===== config.mk =====
export PLATFORM = sky130hd
export DESIGN_NAME = otp_word_store
export DESIGN_NICKNAME = d
export VERILOG_FILES = /design/src/rtl/otp_pkg.sv /design/src/rtl/otp_mode_decode.sv /design/src/rtl/otp_strobe_fsm.sv /design/src/rtl/otp_word_array.sv /design/src/rtl/otp_word_store.sv
export SDC_FILE = /design/constraint.sdc
export NUM_CORES = 1
export LEC_CHECK = 0
export ABC_CLOCK_PERIOD_IN_PS = 4900
export CORE_ASPECT_RATIO = 1.2
export CORE_UTILIZATION = 27
export CTS_BUF_LIST = sky130_fd_sc_hd__clkbuf_8
export CTS_CLUSTER_DIAMETER = 30
export DETAILED_ROUTE_END_ITERATION = 8
export DONT_BUFFER_PORTS = 1
export HOLD_SLACK_MARGIN = 0.02
export PLACE_DENSITY = 0.49
export REMOVE_ABC_BUFFERS = 1
export SLEW_MARGIN = 20
export SYNTH_ARGS = -nofsm -noshare
export SYNTH_HDL_FRONTEND = slang
export SYNTH_HIERARCHICAL = 1
export SYNTH_SLANG_ARGS = --single-unit

===== constraint.sdc =====
create_clock -name clk -period 4.9 [get_ports clk]
set_clock_uncertainty 0.15 [all_clocks]
set_input_delay 0.98 -clock clk [delete_from_list [all_inputs] [get_ports clk]]
set_output_delay 0.98 -clock clk [all_outputs]
set_load 0.02 [all_outputs]

===== src/rtl/otp_pkg.sv =====
package otp_pkg;

    typedef enum logic [2:0] {
        MODE_READ    = 3'd0,
        MODE_OUTDIS  = 3'd1,
        MODE_STANDBY = 3'd2,
        MODE_PROGRAM = 3'd3,
        MODE_VERIFY  = 3'd4,
        MODE_INHIBIT = 3'd5
    } otp_mode_e;

    typedef enum logic [1:0] {
        STB_IDLE  = 2'd0,
        STB_PULSE = 2'd1,
        STB_ABORT = 2'd2
    } stb_state_e;

endpackage


===== src/rtl/otp_mode_decode.sv =====
module otp_mode_decode
    import otp_pkg::*;
(
    input  logic      ce_n,
    input  logic      oe_n,
    input  logic      hv_present,
    output otp_mode_e mode,
    output logic      drive_en
);

    always_comb begin
        mode = MODE_STANDBY;
        unique case ({hv_present, ce_n, oe_n})
            3'b000:  mode = MODE_READ;
            3'b001:  mode = MODE_OUTDIS;
            3'b010,
            3'b011:  mode = MODE_STANDBY;
            3'b100:  mode = MODE_VERIFY;
            3'b101:  mode = MODE_PROGRAM;
            3'b110,
            3'b111:  mode = MODE_INHIBIT;
            default: mode = MODE_STANDBY;
        endcase
    end

    always_comb begin
        drive_en = 1'b0;
        unique case (mode)
            MODE_READ,
            MODE_VERIFY: drive_en = 1'b1;
            default:     drive_en = 1'b0;
        endcase
    end

endmodule


===== src/rtl/otp_strobe_fsm.sv =====
module otp_strobe_fsm
    import otp_pkg::*;
(
    input  logic      clk,
    input  logic      rst_n,
    input  otp_mode_e mode,
    input  logic      pgm_n,
    output logic      wr_en
);

    stb_state_e state_q;
    stb_state_e state_d;
    logic       in_prog;

    assign in_prog = (mode == MODE_PROGRAM);

    always_ff @(posedge clk or negedge rst_n) begin
        if (!rst_n) begin
            state_q <= STB_IDLE;
        end else begin
            state_q <= state_d;
        end
    end

    always_comb begin
        state_d = state_q;
        unique case (state_q)
            STB_IDLE: begin
                if (in_prog && !pgm_n) begin
                    state_d = STB_PULSE;
                end
            end
            STB_PULSE: begin
                if (pgm_n) begin
                    state_d = STB_IDLE;
                end else if (!in_prog) begin
                    state_d = STB_ABORT;
                end
            end
            STB_ABORT: begin
                if (pgm_n) begin
                    state_d = STB_IDLE;
                end
            end
            default: state_d = STB_IDLE;
        endcase
    end

    always_comb begin
        wr_en = 1'b0;
        unique case (state_q)
            STB_PULSE: wr_en = pgm_n && in_prog;
            default:   wr_en = 1'b0;
        endcase
    end


    commit_after_low_chk: assert property (@(posedge clk) disable iff (!rst_n)
        wr_en |-> ($past(!pgm_n) && pgm_n))
        else $error("commit without a sampled low strobe");


    inhibit_no_write_chk: assert property (@(posedge clk) disable iff (!rst_n)
        (mode != MODE_PROGRAM) |-> !wr_en)
        else $error("write outside program mode");

endmodule


===== src/rtl/otp_word_array.sv =====
module otp_word_array #(
    parameter int WIDTH = 16,
    parameter int DEPTH = 16,
    localparam int AW = $clog2(DEPTH)
) (
    input  logic             clk,
    input  logic             rst_n,
    input  logic             erase,
    input  logic             wr_en,
    input  logic [AW-1:0]    wr_addr,
    input  logic [WIDTH-1:0] wr_data,
    input  logic [AW-1:0]    rd_addr,
    output logic [WIDTH-1:0] rd_data
);

    logic [WIDTH-1:0] mem [DEPTH];

    always_ff @(posedge clk or negedge rst_n) begin
        if (!rst_n) begin
            for (int i = 0; i < DEPTH; i++) begin
                mem[i] <= '1;
            end
        end else if (erase) begin
            for (int i = 0; i < DEPTH; i++) begin
                mem[i] <= '1;
            end
        end else if (wr_en) begin
            mem[wr_addr] <= mem[wr_addr] & wr_data;
        end
    end

    assign rd_data = mem[rd_addr];

    for (genvar g = 0; g < DEPTH; g++) begin : g_word_chk

        only_clear_chk: assert property (@(posedge clk) disable iff (!rst_n)
            !erase |=> ((mem[g] & ~$past(mem[g])) == '0))
            else $error("bit set without erase");


        erase_ones_chk: assert property (@(posedge clk) disable iff (!rst_n)
            erase |=> (mem[g] == '1))
            else $error("word not all ones after erase");
    end

endmodule


===== src/rtl/otp_word_store.sv =====
module otp_word_store
    import otp_pkg::*;
#(
    parameter int DATA_W = 16,
    parameter int WORDS  = 16,
    localparam int ADDR_W = $clog2(WORDS)
) (
    input  logic              clk,
    input  logic              rst_n,
    input  logic [ADDR_W-1:0] addr,
    input  logic [DATA_W-1:0] data_in,
    input  logic              ce_n,
    input  logic              oe_n,
    input  logic              pgm_n,
    input  logic              hv_present,
    input  logic              erase,
    output logic [DATA_W-1:0] data_out,
    output logic              data_oe,
    output logic [2:0]        mode_o
);

    otp_mode_e         mode;
    logic              drive_en;
    logic              wr_en;
    logic [DATA_W-1:0] rd_word;

    otp_mode_decode i_decode (
        .ce_n       (ce_n),
        .oe_n       (oe_n),
        .hv_present (hv_present),
        .mode       (mode),
        .drive_en   (drive_en)
    );

    otp_strobe_fsm i_strobe (
        .clk   (clk),
        .rst_n (rst_n),
        .mode  (mode),
        .pgm_n (pgm_n),
        .wr_en (wr_en)
    );

    otp_word_array #(
        .WIDTH (DATA_W),
        .DEPTH (WORDS)
    ) i_array (
        .clk     (clk),
        .rst_n   (rst_n),
        .erase   (erase),
        .wr_en   (wr_en),
        .wr_addr (addr),
        .wr_data (data_in),
        .rd_addr (addr),
        .rd_data (rd_word)
    );

    always_comb begin
        data_oe  = drive_en;
        data_out = drive_en ? rd_word : '0;
        mode_o   = mode;
    end


    standby_hiz_chk: assert property (@(posedge clk) disable iff (!rst_n)
        ce_n |-> (!data_oe && data_out == '0))
        else $error("bus driven while deselected");


    drive_needs_both_chk: assert property (@(posedge clk) disable iff (!rst_n)
        data_oe |-> (!ce_n && !oe_n))
        else $error("bus driven without both enables");


    mode_range_chk: assert property (@(posedge clk) disable iff (!rst_n)
        mode_o <= 3'd5)
        else $error("mode code out of range");

endmodule


* Word-level counts from Yosys, hierarchy flattened
Memory sizes are Yosys's and may differ from the RTL's.
Cells that the tools add are included.
** Operators by class
- Reduce and logical (&&, ||, !) cells :: 9
- Bitwise gates (word level) :: 2
- Equal/unequal tests :: 7
- Order comparisons :: 2
- Mux-type cells :: 16
** Operators by type and width (number)
- 2-to-1 mux 256 bit :: 2
- bitwise mux 256 bit :: 1
- binary-select mux 16 bit (select 4 bit) :: 1
- demux 16 bit (select 4 bit) :: 1
- 2-to-1 mux 16 bit :: 4
- AND 16 bit :: 1
- 2-to-1 mux 2 bit :: 4
- case mux 2 bit (3 select lines) :: 1
- >= comparator 5 bit, second input constant :: 1
- < comparator 5 x 1 -> 1 bit, second input constant :: 1
- inverter 4 -> 5 bit :: 1
- equality test 3 x 2 -> 1 bit, second input constant :: 1
- equality test 3 bit, second input constant :: 1
- logical AND 1 bit :: 3
- zero test 3 bit :: 1
- != test 3 bit, second input constant :: 1
- AND reduction 3 bit :: 1
- equality test 2 x 1 -> 1 bit, second input constant :: 1
- equality test 2 bit, second input constant :: 1
- zero test 2 bit :: 1
- 2-to-1 mux 1 bit :: 2
- != test 2 x 1 -> 1 bit, second input constant :: 1
- != test 2 bit, second input constant :: 1
- nonzero test 2 bit :: 1
- 2 further kinds :: 2
** Word-level totals
- Bits in registers :: 258
- Output and inout port bits :: 20
- Bits in read-only memories :: 24
- Memories kept :: 1
** Memories
- (no name shown) :: depth 8, width 3, read ports 1, clocked after Yosys merged registers in 0, wr ports 0, line otp_mode_decode.sv:13 : unique case ({hv_present, ce_n, oe_n})

* Depth between registers and ports, before layout
- Depth after elaboration :: 8
- Depth in mapped cells :: 10
- Depth with buffers taken out :: 8

* By module
The synthesis kept the hierarchy.
** Modules (own cells, without submodules)
- otp_word_array :: seq. area each 6726.5 µm², instances 1, cells each 1303, area an instance 14108.5 µm²
- otp_word_store :: seq. area each 0.0 µm², instances 1, cells each 17, area an instance 126.4 µm²
- otp_strobe_fsm :: seq. area each 50.0 µm², instances 1, cells each 9, area an instance 106.4 µm²
- otp_mode_decode :: seq. area each 0.0 µm², instances 1, cells each 7, area an instance 45.0 µm²

* Worst setup path before layout
Ideal clock, no wire load.
- Kind :: input to output
- Start point :: input addr[0]
- End point :: output data_out[0]
- Data required time :: 3770 ps
- Setup slack :: 1068 ps
- Arrival :: 2702 ps
- Buffers on the path :: 2
- Cell stages on the path :: 5
- Cells stage by stage :: buf_2 > buf_2 > mux4_2 > mux4_2 > and2_2
** Between the ends
- Longest elaborated chain between the ends :: 5
** RTL lines
- start, declared :: line otp_word_store.sv:10 : input logic [ADDR_W-1:0] addr,
- inverter 4 -> 5 bit (implied by the code) :: line otp_word_array.sv:32 : assign rd_data = mem[rd_addr];
- binary-select mux 16 bit (select 4 bit) :: line otp_word_array.sv:32
- 2-to-1 mux 16 bit (implied by the code) (2 in series) :: line otp_word_array.sv:32
- net rd_word[0] :: line otp_word_store.sv:25 : logic [DATA_W-1:0] rd_word;
- 2-to-1 mux 16 bit :: line otp_word_store.sv:59 : data_out = drive_en ? rd_word : '0;
- end, declared :: line otp_word_store.sv:17 : output logic [DATA_W-1:0] data_out,
The timed path passes the listed nets, and every way through them passes these cells. The select of a mux whose other input is x is not followed.

* Final worst setup path
- Start point :: input ce_n
- End point :: register i_array/mem[53] (netlist name)
** Between the ends
- Longest elaborated chain between the ends :: 5
** RTL lines
- start, declared :: line otp_word_store.sv:12 : input logic ce_n,
- memory (8 x 3 bit)
- net mode_o[1] :: line otp_word_store.sv:19 : output logic [2:0] mode_o
- equality test 3 x 2 -> 1 bit :: line otp_strobe_fsm.sv:15 : assign in_prog = (mode == MODE_PROGRAM);
- logical AND 1 bit :: line otp_strobe_fsm.sv:52 : STB_PULSE: wr_en = pgm_n && in_prog;
- 2-to-1 mux 1 bit :: line otp_strobe_fsm.sv:51 : unique case (state_q)
- net wr_en :: line otp_word_store.sv:24 : logic wr_en;
- nonzero test 2 bit (no source line)
- end signal, assigned by index :: line otp_word_array.sv:28 : mem[wr_addr] <= mem[wr_addr] & wr_data;
- end, declared :: line otp_word_array.sv:16 : logic [WIDTH-1:0] mem [DEPTH];
The timed path passes the listed nets, and every way through them passes these cells.
A chain may end at the register's enable or synchronous reset.

==> impl_metrics.tcl <==
set metrics [dict create \
    relSlewSlack_pct 20.98 \
    io_buffer_count 0 \
    yosysMostFrequentCell "nor2_1" \
    synth_area_leaders "dfstp_2, mux4_2, a31oi_1" \
    diodes 0 \
    dp.cells 1966 \
    syn-instance-count 1336 \
    min_period_over_period_pct 74.51 \
    worst_ir_drop_vdd_uv 160.0 \
    crit_slowest_cell "o21ai_2" \
    grt_overflow_total 0 \
    comb_power_share_pct 5.8 \
    fin_cells 2080 \
    hold_class "input port to asynchronous set/reset pin" \
    grt_max_degree 258 \
    synth.top_cells.by_count "nor2_1, a31oi_1, dfstp_2" \
    syn-cell-area_sq_um 14390 \
    die_h_microns 254.9 \
    cts_root_buf "clkbuf_8" \
    run_status "completed" \
    critPathLaunchType "input port" \
    tightest_slew_ps 1184 \
    track_usage_pct 19.99 \
    pwr-share-clk_pct 54.3 \
    nets 1352 \
    wirelength_mm 53.51 \
    core-area_sq_um 52610 \
    die_w_microns 212.7 \
    synth_enable_flop_cells 0 \
    cts.clk_slew.worst_paths_ps 50 \
    setup_violations 0 \
    power_frac_seq_pct 39.8 \
    rsz0062_at_grt "false" \
    p_per_area_nw_per_um2 323.1 \
    critPathCaptureType "register" \
    p_leak_nw 5.825 \
    min_period_ps 3651 \
    synth_top_cell_area_share_pct 46.76 \
    maxCapViolations 0 \
    area_delta_synth_final_pct 15.91 \
    numCtsBuffers 61 \
    fin_tns_setup_ps 0 \
    cp_slowest_stage_delay_ps 970 \
    internal_power_mw 4.060 \
    drt.antenna.violating_nets 0 \
    globalplace.congestion 0.7868 \
    cts.htree.levels 2 \
    slew_viol_final 0 \
    wire_per_inst_microns 25.73 \
    drive_gt1_share_pct 39.35 \
    grt_pass1_wl_mm 79.76 \
    grt_antenna_before_repair 0 \
    place_ws_ps 646.5 \
    synth_warnings 6 \
    setup_ws_ps 1249 \
    drtPass1Iterations 5 \
    netSwitchingFraction_pct 24.64 \
    critPathRequiredTime_ps 5270 \
    postCtsSetupRepairBufs 0 \
    crit_start "ce_n" \
    synth_seq_cells 258 \
    seq_area_frac_synth_pct 47.10 \
    dr.first_iter.drc_count 915 \
    vias_per_cell 5.634 \
    clock_latency_ps 630 \
    yosys_most_used_dff "dfstp_2" \
    p_sw_mw 1.327 \
    r2r_start "i_strobe/state_q[1]" \
    io_pins 47 \
    cts.path.max_buffers 3 \
    num_rows 92 \
    ys_types 35 \
    post_cts_resized 0 \
    syn_area_per_cell_sq_um 10.77 \
    async_flop_share_pct 100.0 \
    cts.sinks 258 \
    hpwl_mm 31.51 \
    grt_pass1_vias 11730 \
    criticalPathCategory "input port to register" \
    remaining_drc_errors 0 \
    cts_tree "done" \
    synth_largest_area_cell "dfstp_2" \
    vias 11720 \
    cp_max_fo 16 \
    arrival_ps 4020 \
    path_cells "nand2b_4 -> mux2i_1 -> nand3b_4 -> nor3_1 -> buf_4 -> or3b_1 -> o21ai_2 -> nor2_1 -> a31oi_1" \
    initial_core_util_pct 27.35 \
    max_freq_mhz 273.9 \
    hold_violations 0 \
    die-area_sq_um 54210 \
]
-- cell families (layout without fill, tap and decap cells) --
logic type / count (synthesis) / in the layout / share of synthesized area (%)
compound gates: 337 / 337 / 14.90
buf+inv: 122 / 161 / 4.209
flops: 258 / 258 / 47.10
mux: 209 / 209 / 21.50
simple gates: 410 / 410 / 12.29
-- metal layers --
layer	GRT usage, %	routed length, microns	vias to the layer above
met4	7.050	1572	0
met5	0	0	-
met3	3.951	3668	101
met2	32.63	25740	449
met1	26.25	22540	6140
li1	-	-	5029
-- final timing paths --
kind                                       end  slack [ps]  depth (start not counted)
min in group clk           i_strobe/state_q[0]         280                          1
max                            i_array/mem[53]        1250                          9
min                           i_array/mem[132]          70                          0
max reg2reg                    i_array/mem[53]        2010                          6
min reg2reg                i_strobe/state_q[0]         340                          1
max in group asynchronous  i_strobe/state_q[0]        3690                          1
-- placed cells by master (no fill, tap or decap), types with 20 or more instances in the layout --
cell type / n
a22oi_1: 32
a21oi_1: 32
clkbuf_8: 75
buf_4: 39
nand2b_1: 20
a31oi_1: 256
nand3_1: 33
mux4_2: 80
nor2_1: 256
mux2i_1: 129
dfstp_2: 256
nand2_1: 52
-- worst max-delay path: cells and delay by family --
kind / cells / cell delay (ps)
and+or+nand+nor: 5 / 1130
AOI/OAI and AO/OA: 2 / 1180
muxes: 1 / 530
buffers and inverters: 1 / 200
-- state kept, by name, indices dropped and copies added, names as in the netlist --
register          cells
i_array/mem         256
i_strobe/state_q      2
-- power groups by stage --
stage / clock (mW) / sequential [mW] / combinational (mW)
floorplan: 0 / 2.17 / 0.180
global placement: 0 / 2.17 / 0.311
detailed placement: 0 / 2.17 / 0.310
CTS: 2.98 / 2.15 / 0.311
global route: 3.10 / 2.14 / 0.324
finish: 2.93 / 2.15 / 0.315
-- through the flow --
step | util [%] | cell area, sq um | hold WS [ps] | power, mW
2_1_floorplan | - | 13790 | 297.1 | 2.354
5_1_grt | 31.70 | 16670 | 37.94 | 5.564
4_1_cts | 31.70 | 16670 | 53.40 | 5.440
3_3_place_gp | 28.91 | 15210 | 331.9 | 2.485
3_5_place_dp | 28.91 | 15210 | 329.4 | 2.484
6_report | 31.70 | 16670 | 67.72 | 5.388
-- area by class of cell --
class                           instances  area (sq um)
Inverter                                2         7.507
Fill cell                            5357         35930
Multi-Input combinational cell        956          7129
Tap cell                              705         882.1
Clock inverter                         38         424.2
Clock buffer                           75          1032
Timing Repair Buffer                   46         422.9
Sequential cell                       258          6777
-- what timing repair did --
item                                   4_1_cts  5_1_grt
setup endpoints to repair                    0        0
endpoints found under the hold margin        2        0
hold buffers                                 1        0
(Power assumes the default switching activity.)
